===== src/rtl/dcpwm_pkg.sv =====
package dcpwm_pkg;
  localparam int NPH = 3;

  typedef enum logic {
    DIR_UP   = 1'b0,
    DIR_DOWN = 1'b1
  } dir_e;

  typedef enum logic {
    CAR_BASE = 1'b0,
    CAR_INV  = 1'b1
  } car_e;
endpackage


===== src/rtl/dcpwm_carrier.sv =====
module dcpwm_carrier
  import dcpwm_pkg::*;
#(
  parameter int PEAK  = 16,
  parameter int CAR_W = $clog2(PEAK) + 2
) (
  input  logic                    clk,
  input  logic                    rst_ni,
  output logic signed [CAR_W-1:0] car_o,
  output logic                    ext_o
);
  localparam logic signed [CAR_W-1:0] TOP = CAR_W'(PEAK);
  localparam logic signed [CAR_W-1:0] BOT = CAR_W'(-PEAK);
  localparam logic signed [CAR_W-1:0] ONE = CAR_W'(1);

  logic signed [CAR_W-1:0] car_q, car_d;
  dir_e                    dir_q, dir_d;

  // next state: count toward the current extreme, turn on arrival
  always_comb begin
    car_d = car_q;
    dir_d = dir_q;
    if (dir_q == DIR_UP) begin
      car_d = car_q + ONE;
      if (car_q == TOP - ONE) dir_d = DIR_DOWN;
    end else begin
      car_d = car_q - ONE;
      if (car_q == BOT + ONE) dir_d = DIR_UP;
    end
  end

  always_ff @(posedge clk or negedge rst_ni) begin
    if (!rst_ni) begin
      car_q <= BOT;
      dir_q <= DIR_UP;
    end else begin
      car_q <= car_d;
      dir_q <= dir_d;
    end
  end

  assign car_o = car_q;
  assign ext_o = (car_q == TOP) || (car_q == BOT);
endmodule


===== src/rtl/dcpwm_select.sv =====
module dcpwm_select
  import dcpwm_pkg::*;
#(
  parameter int ANG_W = 16
) (
  input  logic             clk,
  input  logic             rst_ni,
  input  logic             load_i,
  input  logic             dual_en_i,
  input  logic [ANG_W-1:0] acc_i,
  input  logic [ANG_W-1:0] th_i,
  output logic [NPH-1:0]   sel_o
);
  localparam int FULL  = 1 << ANG_W;
  localparam int THIRD = FULL / 3;

  logic [NPH-1:0] sel_d, sel_q;

  for (genvar g = 0; g < NPH; g++) begin : g_ph
    localparam int OFFI = (g == 0) ? 0 : ((g == 1) ? (FULL - THIRD) : THIRD);
    logic [ANG_W-1:0] ang;
    logic [ANG_W-1:0] rel;
    assign ang      = acc_i + ANG_W'(OFFI);
    assign rel      = ang - th_i;
    // upper half of the relative turn -> inverted carrier
    assign sel_d[g] = dual_en_i & rel[ANG_W-1];
  end

  always_ff @(posedge clk or negedge rst_ni) begin
    if (!rst_ni) begin
      sel_q <= '0;
    end else if (load_i) begin
      sel_q <= sel_d;
    end
  end

  assign sel_o = sel_q;
endmodule


===== src/rtl/dcpwm_compare.sv =====
module dcpwm_compare
  import dcpwm_pkg::*;
#(
  parameter int REF_W = 12,
  parameter int CAR_W = 6
) (
  input  logic                    clk,
  input  logic                    rst_ni,
  input  logic signed [REF_W-1:0] ref_i,
  input  logic signed [CAR_W-1:0] car_i,
  input  logic                    inv_i,
  output logic                    sw_d_o,
  output logic                    sw_o
);
  logic signed [CAR_W-1:0] car_sel;
  logic signed [REF_W-1:0] car_x;
  logic                    sw_q;

  always_comb begin
    car_sel = (car_e'(inv_i) == CAR_INV) ? -car_i : car_i;
    car_x   = REF_W'(car_sel);
    sw_d_o  = ref_i > car_x;
  end

  always_ff @(posedge clk or negedge rst_ni) begin
    if (!rst_ni) sw_q <= 1'b0;
    else         sw_q <= sw_d_o;
  end

  assign sw_o = sw_q;
endmodule


===== src/rtl/dual_carrier_pwm.sv =====
module dual_carrier_pwm
  import dcpwm_pkg::*;
#(
  parameter int PEAK  = 16,
  parameter int REF_W = 12,
  parameter int ANG_W = 16
) (
  input  logic                    clk,
  input  logic                    rst_n,
  input  logic                    dual_en,
  input  logic [ANG_W-1:0]        phase_acc,
  input  logic [ANG_W-1:0]        theta1,
  input  logic signed [REF_W-1:0] ref_a,
  input  logic signed [REF_W-1:0] ref_b,
  input  logic signed [REF_W-1:0] ref_c,
  output logic                    sw_a,
  output logic                    sw_b,
  output logic                    sw_c,
  output logic                    zero_vec
);
  localparam int CAR_W = $clog2(PEAK) + 2;
  localparam int FULL  = 1 << ANG_W;
  localparam int THIRD = FULL / 3;
  localparam logic [ANG_W-1:0] TH_LO = ANG_W'((THIRD + 1) / 2);
  localparam logic [ANG_W-1:0] TH_HI = ANG_W'(THIRD);

  // reset: asserted at once, removed after two clock edges
  logic rst_m, rst_sync;
  always_ff @(posedge clk or negedge rst_n) begin
    if (!rst_n) begin
      rst_m    <= 1'b0;
      rst_sync <= 1'b0;
    end else begin
      rst_m    <= 1'b1;
      rst_sync <= rst_m;
    end
  end

  logic signed [CAR_W-1:0] car;
  logic                    car_ext;

  dcpwm_carrier #(.PEAK(PEAK), .CAR_W(CAR_W)) u_car (
    .clk    (clk),
    .rst_ni (rst_sync),
    .car_o  (car),
    .ext_o  (car_ext)
  );

  logic [ANG_W-1:0] th_eff;
  always_comb begin
    if (theta1 < TH_LO)      th_eff = TH_LO;
    else if (theta1 > TH_HI) th_eff = TH_HI;
    else                     th_eff = theta1;
  end

  logic [NPH-1:0] sel_q;

  dcpwm_select #(.ANG_W(ANG_W)) u_sel (
    .clk       (clk),
    .rst_ni    (rst_sync),
    .load_i    (car_ext),
    .dual_en_i (dual_en),
    .acc_i     (phase_acc),
    .th_i      (th_eff),
    .sel_o     (sel_q)
  );

  logic signed [REF_W-1:0] ref_v [NPH];
  logic [NPH-1:0]          sw_d, sw_q;

  assign ref_v[0] = ref_a;
  assign ref_v[1] = ref_b;
  assign ref_v[2] = ref_c;

  for (genvar g = 0; g < NPH; g++) begin : g_cmp
    dcpwm_compare #(.REF_W(REF_W), .CAR_W(CAR_W)) u_cmp (
      .clk    (clk),
      .rst_ni (rst_sync),
      .ref_i  (ref_v[g]),
      .car_i  (car),
      .inv_i  (sel_q[g]),
      .sw_d_o (sw_d[g]),
      .sw_o   (sw_q[g])
    );
  end

  logic zv_d, zv_q;
  assign zv_d = (&sw_d) | ~(|sw_d);

  always_ff @(posedge clk or negedge rst_sync) begin
    if (!rst_sync) zv_q <= 1'b0;
    else           zv_q <= zv_d;
  end

  assign sw_a     = sw_q[0];
  assign sw_b     = sw_q[1];
  assign sw_c     = sw_q[2];
  assign zero_vec = zv_q;
endmodule


===== config.mk =====
export PLATFORM = sky130hd
export DESIGN_NAME = dual_carrier_pwm
export DESIGN_NICKNAME = d
export VERILOG_FILES = /design/src/rtl/dcpwm_pkg.sv /design/src/rtl/dcpwm_carrier.sv /design/src/rtl/dcpwm_select.sv /design/src/rtl/dcpwm_compare.sv /design/src/rtl/dual_carrier_pwm.sv
export SDC_FILE = /design/constraint.sdc
export NUM_CORES = 1
export LEC_CHECK = 0
export BUFFER_PORTS_ARGS = -buffer_cell sky130_fd_sc_hd__buf_4
export CAP_MARGIN = 25
export CORE_UTILIZATION = 60
export DETAILED_ROUTE_END_ITERATION = 8
export HOLD_SLACK_MARGIN = 0.03
export PLACE_DENSITY_LB_ADDON = 0.05
export SYNTH_ARGS = -nofsm -noshare
export SYNTH_HDL_FRONTEND = slang
export SYNTH_HIERARCHICAL = 1
export SYNTH_SLANG_ARGS = --single-unit

===== constraint.sdc =====
create_clock -name clk -period 1.38 [get_ports clk]
set_input_delay 0.069 -clock clk [delete_from_list [all_inputs] [get_ports clk]]
set_output_delay 0.069 -clock clk [all_outputs]
set_load 0.01 [all_outputs]

==> key figures, run 1 <==
Synth
  – Cell variety after synth: slightly below 60
  – Yosys reg bits: 16
  – Syn Nets: roughly 570
  – Mux contribution to synthesized area: 0.00879
  – Synthesized cell area: 0.00342 sq mm
  – Ys flop type: dfrtp_1
  – Synth Area in Simple Gates: 0.214
  – Ys async rst share: 1.00
  – Cells after Synth: 409
  – Post-synthesis sequential area ratio: 0.118
  – Adder-Cell Fraction of Synth Area: 0.333
  – Post-synth EDFFs: 0
  – Mapped Avg Cell Area: 8.35 sq um
  – Largest family of logic cells by synthesized area: adder cells
  – Synth Area in XOR/XNOR: 0.0538
  – Synth Area in Compound Gates: 0.188
  – Synth Warn #: 6

Placed design
  – Placed insts: 647
  – Dpl hpwl: 7870 um
  – Dpl ws: -1.76 ns
  – Placer congestion estimate: 0.933
  – Buffers on Ports: 74

GRT
  – Grt total ovfl: 700
  – Gr usage total: 1.01
  – Pin count of the biggest net entering global routing: 15

Clock tree
  – Htree depth: 1
  – Clk sinks: 16
  – Cts bufs inserted: 3
  – Clock Path Buffers: 2
  – Root Driver: clkbuf_8

Status
  – Stop err: [ERROR GRT-0232] Routing congestion too high. Check the congestion heatmap in the GUI.
  – Fail Step: global routing (5_1_grt)
  – Outcome: did not finish

Timing
  – GR repair worst EP: zero_vec$_DFF_PN0_/D
  – Worst_ep kind: register input

Floorplan
  – Initial Util: 0.620
  – Row count: 27
  – Top Ports: between 70 and 80
  – Die width: 77.5 um
  – Die Ht: 77.5 um
[logic make-up after synthesis]
kind of cell | after synthesis
xor gates and xnor gates | 21
adders and majority gates | 86
AOI/OAI and AO/OA | 83
buffers and inverters | 75
muxes | 3
other | 2
DFF | 16
and+or+nand+nor | 123
[synthesized netlist by cell type (9+ instances only)]
cell	number	share of area
nor2_1	21	0.023
ha_1	78	0.29
nand4_1	10	0.018
a21oi_1	25	0.037
inv_1	75	0.082
nand3_1	9	0.013
nand2_1	28	0.031
dfrtp_1	14	0.10
xor2_1	12	0.031
nor2b_1	10	0.018
xnor2_1	9	0.023
[what timing repair did]
action	4_1_cts
gates cloned	0
setup buffers	8
hold endpoints to repair	2
pin swaps	25
hold buffers	1
endpoints found under the setup margin	12
gates resized for setup	50
[through the flow]
step | TNS (ns) | cell area [sq um]
3_5_place_dp | -11.39 | 4780
4_1_cts | -9.89 | 5160
3_3_place_gp | -10.69 | 4780
2_1_floorplan | -8.60 | 3440
[layer usage]
layer / track usage / overflow
met5: 0.0273 / 0
met4: 1.19 / 146
met3: 0.604 / 0
met2: 1.47 / 548
met1: 0.877 / 6
==> run 2, diff against run 1 <==
--- a/config.mk
+++ b/config.mk
@@ -7,10 +7,9 @@
 export LEC_CHECK = 0
 export BUFFER_PORTS_ARGS = -buffer_cell sky130_fd_sc_hd__buf_4
 export CAP_MARGIN = 25
-export CORE_UTILIZATION = 60
+export CORE_UTILIZATION = 40
 export DETAILED_ROUTE_END_ITERATION = 8
-export HOLD_SLACK_MARGIN = 0.03
-export PLACE_DENSITY_LB_ADDON = 0.05
+export PLACE_DENSITY_LB_ADDON = 0.15
 export SYNTH_ARGS = -nofsm -noshare
 export SYNTH_HDL_FRONTEND = slang
 export SYNTH_HIERARCHICAL = 1
==> run 2 against run 1 <==
Against the previous run:
- the flow now finishes, with violations (setup timing)
- synthesized cell count stayed put
- area after synthesis stayed put
==> key figures, run 2 <==
Routing
  – WL met3: 304 um
  – Detailed Route Iter0 Violations: 66
  – DRC violations left: 0
  – Top sig layer: met4
  – Wl on met1: 3810 um
  – Routed Wire Length: 9310 um
  – Wire length on met2: 5050 um
  – Antenna viol nets, final: 0
  – DR pass1 iterations: 4
  – Wire length per cell: 13.4 um
  – Via count: between 3000 and 4000
  – Via-per-instance ratio: between 5 and 6

Synth
  – Top cell type's share of synthesized area: 0.286
  – Post-synth EDFFs: 0
  – Syn Nets: 566
  – Top post-synthesis cells by area: ha_1, dfrtp_1, inv_1, fa_1, a21oi_1
  – Synth cell count leaders: ha_1, inv_1, nand2_1, a21oi_1, nor2_1
  – Synthesized cell area: 0.00342 sq mm
  – Ys flop type: dfrtp_1
  – Mapped Avg Cell Area: 8.35 sq um
  – Yosys reg bits: 16
  – Ys async rst share: 1.00
  – Post-synthesis sequential area ratio: 0.118
  – Cells after Synth: 409
  – Most frequent cell after synthesis: ha_1
  – Most area-hungry cell type in the Yosys netlist: ha_1
  – Synth Warn #: 6
  – Cell variety after synth: 59

Floorplan
  – Die footprint: 0.00891 sq mm
  – Top Ports: between 70 and 80
  – Die Ht: 94.4 um
  – Initial Util: 0.414
  – Die width: ~94 um
  – Core Area: 0.00826 sq mm
  – Row count: 33

Finish
  – N_diodes: 0
  – Most frequent cells in the layout: buf_4, inv_1, ha_1
  – Post-layout util: 0.660
  – Area grow syn2layout: 59.7%
  – Commonest non-fill, non-tap cell in the layout: buf_4
  – Post-route non-filler standard cell count: between 600 and 700
  – Max reg flops: 6
  – Final nets: between 700 and 800
  – Layout cells sized above 1: 0.463

Timing
  – Final min period: 2.95 ns
  – Max_slew headroom: 0.601
  – Count of pins over their slew limit: 0
  – Fin crit share: 2.13
  – Final hold vios: 0
  – Hold_ws: approximately 0.081 ns
  – Total negative slack: -9.54 ns
  – Final-report setup violation count: 11
  – RSZ-0062 raised after global routing: true
  – Slew @ Worst Pin: 0.598 ns
  – Clock skew: 0.00776 ns
  – Final WS setup: -1.57 ns
  – Fmax: approximately 340 MHz

Status
  – Outcome: complete, but fails checks
  – Failing checks: setup timing

Setup path
  – Critical Path AT: a little over 3 ns
  – CP startpoint: u_car/car_o[2]
  – Worst r2r path cells: 11
  – R2R Path Start: u_car/car_o[2]
  – Required @ worst endpoint: 1.53 ns
  – Worst-path fanout max: 5
  – CP peak stage delay: ~0.43 ns
  – Worst Setup End Kind: flop
  – CP cell instances: or3_4 -> o31ai_4 -> xor2_2 -> ha_4 -> nand2_2 -> nor2_2 -> and3_1 -> or4_4 -> a211oi_4 -> or3_1 -> nand2_1
  – Setup CP Type: flop to flop
  – Crit start category: flop
  – Critical path's slowest cell: dfrtp_2

GRT
  – Gr usage total: 0.211
  – Pin count of the biggest net entering global routing: 15
  – Number of global-route vias before repair: 3475
  – Initial antenna violation count: 0
  – Global-route wire length before repair: 15000 um
  – Grt total ovfl: 0

Placed design
  – Buffers on Ports: 74
  – Dpl ws: -1.64 ns
  – Placed insts: 668
  – Dpl hpwl: 7470 um
  – Placer congestion estimate: 0.881

Power
  – Power Density: ~530 mW/mm^2
  – Worst VDD drop: 0.000291 V
  – Static Leakage: approximately 2.7 nW

Hold path
  – Hold depth: 3
  – Hold Path Origin: dual_en
  – Hold crit path type: input pin to flop

Clock tree
  – Htree depth: 1
  – Root Driver: clkbuf_8
  – Clock Path Buffers: 2
  – TritonCTS clock tree: done
  – Worst skew pair latency: 0.26 ns
  – Cts bufs inserted: 3
  – Clk sinks: 16
  – Clk slew on worst S/H paths: 0.07 ns

Flow run
  – Max-cap violations: 0
==> run 2: cell counts after synthesis <==
No cell type changed its count.
==> run 2: path summary, 6_finish.rpt <==
path	end	slack [ns]
setup / recovery	zero_vec	-1.57
hold / removal	u_sel/sel_o[2]	0.08
setup reg to reg	zero_vec	-1.57
hold reg to reg	u_sel/sel_o[0]	0.24
max in group asynchronous	u_car/dir_q	0.71
min in group asynchronous	rst_m	0.13
==> run 2: logic make-up (layout without fill, tap and decap cells) <==
family,count (synthesis),after routing,synth area share
AO/OA/AOI/OAI,83,83,0.188
XOR/XNOR,21,21,0.0538
adder cells (fa/ha/maj),86,86,0.333
buffers and inverters,75,258,0.0824
flip-flops,16,16,0.118
multiplexers,3,3,0.00879
other,2,2,0.00220
AND/OR/NAND/NOR,123,123,0.214
==> run 2: what timing repair did <==
item,CTS,global route
pin swaps,49,28
endpoints found under the hold margin,2,0
hold buffers,1,0
buffers inserted,21,5
resized for setup,66,30
setup endpoints to repair,13,12
gates cloned,0,0
==> run 2: worst max-delay path: cells and delay by family (launching register included) <==
kind	cells	cell delay [ns]
compound gates	2	0.57
simple gates	7	1.32
xor+xnor	1	0.26
flops	1	0.43
fa+ha+maj	1	0.26
==> run 2: area by class of cell <==
cell class                      instances  area, sq um
Fill cell                             709         2800
Inverter                               75          284
Multi-Input combinational cell        318         3150
Timing Repair Buffer                  179         1430
Clock buffer                            4         55.1
Tap cell                              105          131
Sequential cell                        16          409
==> run 2: report_power, final <==
part           leakage, nW  total [mW]  internal [mW]  switching [mW]
clock               0.0288       0.427          0.254           0.173
combinational         2.44        1.87           1.02           0.851
sequential           0.194       0.588          0.533          0.0548
==> run 2: routing by layer <==
| metal | vias to the layer above | global-route usage |
|---|---|---|
| met4 | 0 | 0.0538 |
| met1 | 1681 | 0.243 |
| met3 | 14 | 0.0161 |
| met5 | - | 0 |
| met2 | 78 | 0.414 |
| li1 | 1786 | - |
==> run 2: through the flow <==
stage               instance area (sq um)  power [mW]
floorplan                            3440        1.40
global placement                     4730        2.05
detailed placement                   4730        2.10
CTS                                  5280        2.75
global route                         5450        3.12
finish                               5450        2.88
Note: power is estimated with default switching activity, not from simulation.
==> run 3, diff against run 2 <==
--- a/config.mk
+++ b/config.mk
@@ -5,7 +5,7 @@
 export SDC_FILE = /design/constraint.sdc
 export NUM_CORES = 1
 export LEC_CHECK = 0
-export BUFFER_PORTS_ARGS = -buffer_cell sky130_fd_sc_hd__buf_4
+export BUFFER_PORTS_ARGS = -buffer_cell sky130_fd_sc_hd__buf_2
 export CAP_MARGIN = 25
 export CORE_UTILIZATION = 40
 export DETAILED_ROUTE_END_ITERATION = 8
==> run 3 against run 2 <==
Against the previous run:
- the flow still finishes with violations (setup timing)
- global-route usage is 0.089 points higher
- worst setup slack better by 0.069 ns
- hold slack worse by 0.0031 ns
- wire length is 0.15% lower
- non-clock buffer count is 2 lower
- clock skew hardly changed
- via count is 1.9% lower
- utilization is 1.1 points lower
- sequential share of layout area is 0.13 points higher
- total power is 1.6% lower
- final area is 1.7% lower
- flip-flop and latch count stayed put
==> key figures, run 3 (synthesized netlist as in run 2, its figures left out) <==
Routing
  – Antenna viol nets, final: 0
  – Detailed Route Iter0 Violations: 49
  – Wire length per cell: 13.4 um
  – Via-per-instance ratio: 5.02
  – DR pass1 iterations: 4
  – DRC violations left: 0
  – Routed Wire Length: 9290 um
  – Via count: 3492

Timing
  – RSZ-0062 raised after global routing: true
  – Final-report setup violation count: 10
  – Count of pins over their slew limit: 0
  – Fin crit share: 2.08
  – Final min period: 2.88 ns
  – Fmax: 348 MHz
  – Final WS setup: -1.50 ns
  – Clock skew: 0.00786 ns
  – Max_slew headroom: 0.608
  – Final hold vios: 0
  – Slew @ Worst Pin: 0.579 ns
  – Hold_ws: a little under 0.08 ns

Finish
  – Area grow syn2layout: 56.9%
  – Most frequent cells in the layout: buf_4, buf_2, inv_1
  – Design Area, Final: 0.00536 sq mm
  – Multi-input gate area: 0.00328 sq mm
  – # fillers: 706
  – Final nets: 748
  – Post-route non-filler standard cell count: 695
  – Commonest non-fill, non-tap cell in the layout: buf_4
  – Register area: 409 sq um
  – Max reg flops: 6
  – Layout cells sized above 1: 0.495
  – N_diodes: 0

Status
  – Outcome: complete, but fails checks
  – Failing checks: setup timing

Setup path
  – Required @ worst endpoint: between 1.5 and 2 ns
  – Worst Setup End Kind: flop
  – R2R Path End: zero_vec
  – Crit start category: flop
  – Critical path's top delay family: simple AND/OR/NAND/NOR gates
  – R2r setup slk: -1.50 ns
  – Critical Path AT: around 3.0 ns
  – CP peak stage delay: around 0.55 ns
  – Critical path's slowest cell: or4_4
  – Worst-path fanout max: 5
  – R2R Path Start: u_car/car_o[2]
  – Worst r2r path cells: 10
  – Setup CP Type: flop to flop
  – Worst path bufs/invs: 0
  – CP cell instances: or3_4 -> o31ai_4 -> xor2_2 -> ha_4 -> nand2b_4 -> nor3b_2 -> or4_4 -> a211oi_4 -> or3_1 -> nand2_1
  – CP startpoint: u_car/car_o[2]

GRT
  – Grt total ovfl: 0
  – Initial antenna violation count: 0
  – Pin count of the biggest net entering global routing: 15
  – Global-route wire length before repair: between 15000 and 20000 um
  – Number of global-route vias before repair: approximately 3600
  – Gr usage total: 0.212

Clock tree
  – Clk slew on worst S/H paths: 0.07 ns
  – Cts bufs inserted: 3
  – Htree depth: 1
  – Worst skew pair latency: 0.25 ns
  – Clk sinks: 16
  – TritonCTS clock tree: done
  – Root Driver: clkbuf_8
  – Clock Path Buffers: 2

Floorplan
  – Top Ports: 75
  – Die Ht: 94.4 um
  – Row count: 33
  – Die width: 94.4 um
  – Die footprint: 0.00891 sq mm
  – Initial Util: 0.414
  – Core Area: 0.00826 sq mm

Placed design
  – Post-DP Area: 0.00458 sq mm
  – Placer congestion estimate: ~0.84
  – Placed insts: 673
  – Dpl hpwl: 7360 um
  – Buffers on Ports: 74
  – Dpl ws: -1.67 ns

Hold path
  – Hold Path Origin: dual_en
  – WHS Endpoint: u_sel/sel_o[2]
  – Hold depth: 3
  – Hold crit path type: input pin to flop

Power
  – Worst VDD drop: 0.000344 V
  – Power Density: 529 mW/mm^2
  – Total Power: approximately 2.8 mW
  – Static Leakage: 2.60 nW

Flow run
  – Max-cap violations: 0
## run 3: cell types whose count changed in the layout (fill, tap and decap cells not counted), sizes merged
cell	delta
buf	-2
## run 3: where the power goes
group / internal, mW / switching, mW / leakage (nW)
combinational: 0.961 / 0.862 / 2.38
clock: 0.253 / 0.177 / 0.0288
sequential: 0.533 / 0.0516 / 0.194
## run 3: repair_timing
item                                    4_1_cts  5_1_grt
hold buffers                                  1        0
resized for setup                            69       48
buffers inserted                             13        7
endpoints found under the hold margin         2        0
endpoints found under the setup margin       13       13
pin swaps                                    37       49
cloned                                        0        0
## run 3: worst max-delay path by stage
stage                     end  slack, ns  cells after the start
3_3_place_gp         zero_vec      -1.56                     10
2_1_floorplan        zero_vec      -1.37                     11
5_1_grt              zero_vec      -1.65                     11
3_5_place_dp   u_sel/sel_o[2]      -1.67                     13
6_report             zero_vec      -1.50                     10
4_1_cts              zero_vec      -1.49                     10
## run 3: per-layer routing
metal | wire length [um] | up-vias | GRT usage | share of wire
li1 | - | 1788 | - | -
met1 | 3890 | 1631 | 0.235 | 0.42
met2 | 5080 | 63 | 0.441 | 0.55
met3 | 214 | 10 | 0.0129 | 0.023
met4 | 99 | 0 | 0.0308 | 0.011
met5 | 0 | - | 0 | 0
## run 3: metrics by stage
step,utilization,TNS (ns)
2_1_floorplan,-,-8.60
3_3_place_gp,0.555,-10.84
3_5_place_dp,0.555,-11.23
4_1_cts,0.620,-9.45
5_1_grt,0.649,-10.64
6_report,0.649,-9.30
## run 3: worst register-to-register path, delay by kind of cell, from the launching register on
| kind | cells | cell delay (ns) |
|---|---|---|
| fa+ha+maj | 1 | 0.26 |
| flops | 1 | 0.43 |
| compound gates | 2 | 0.53 |
| xor+xnor | 1 | 0.26 |
| simple gates | 6 | 1.29 |
## run 3: final cells by class
type                    instances  share of cell area
well taps                     105              0.0245
repair buffers                177               0.223
clock buffers                   4              0.0103
inverters                      75              0.0530
flip-flops and latches         16              0.0763
multi-input cells             318               0.613
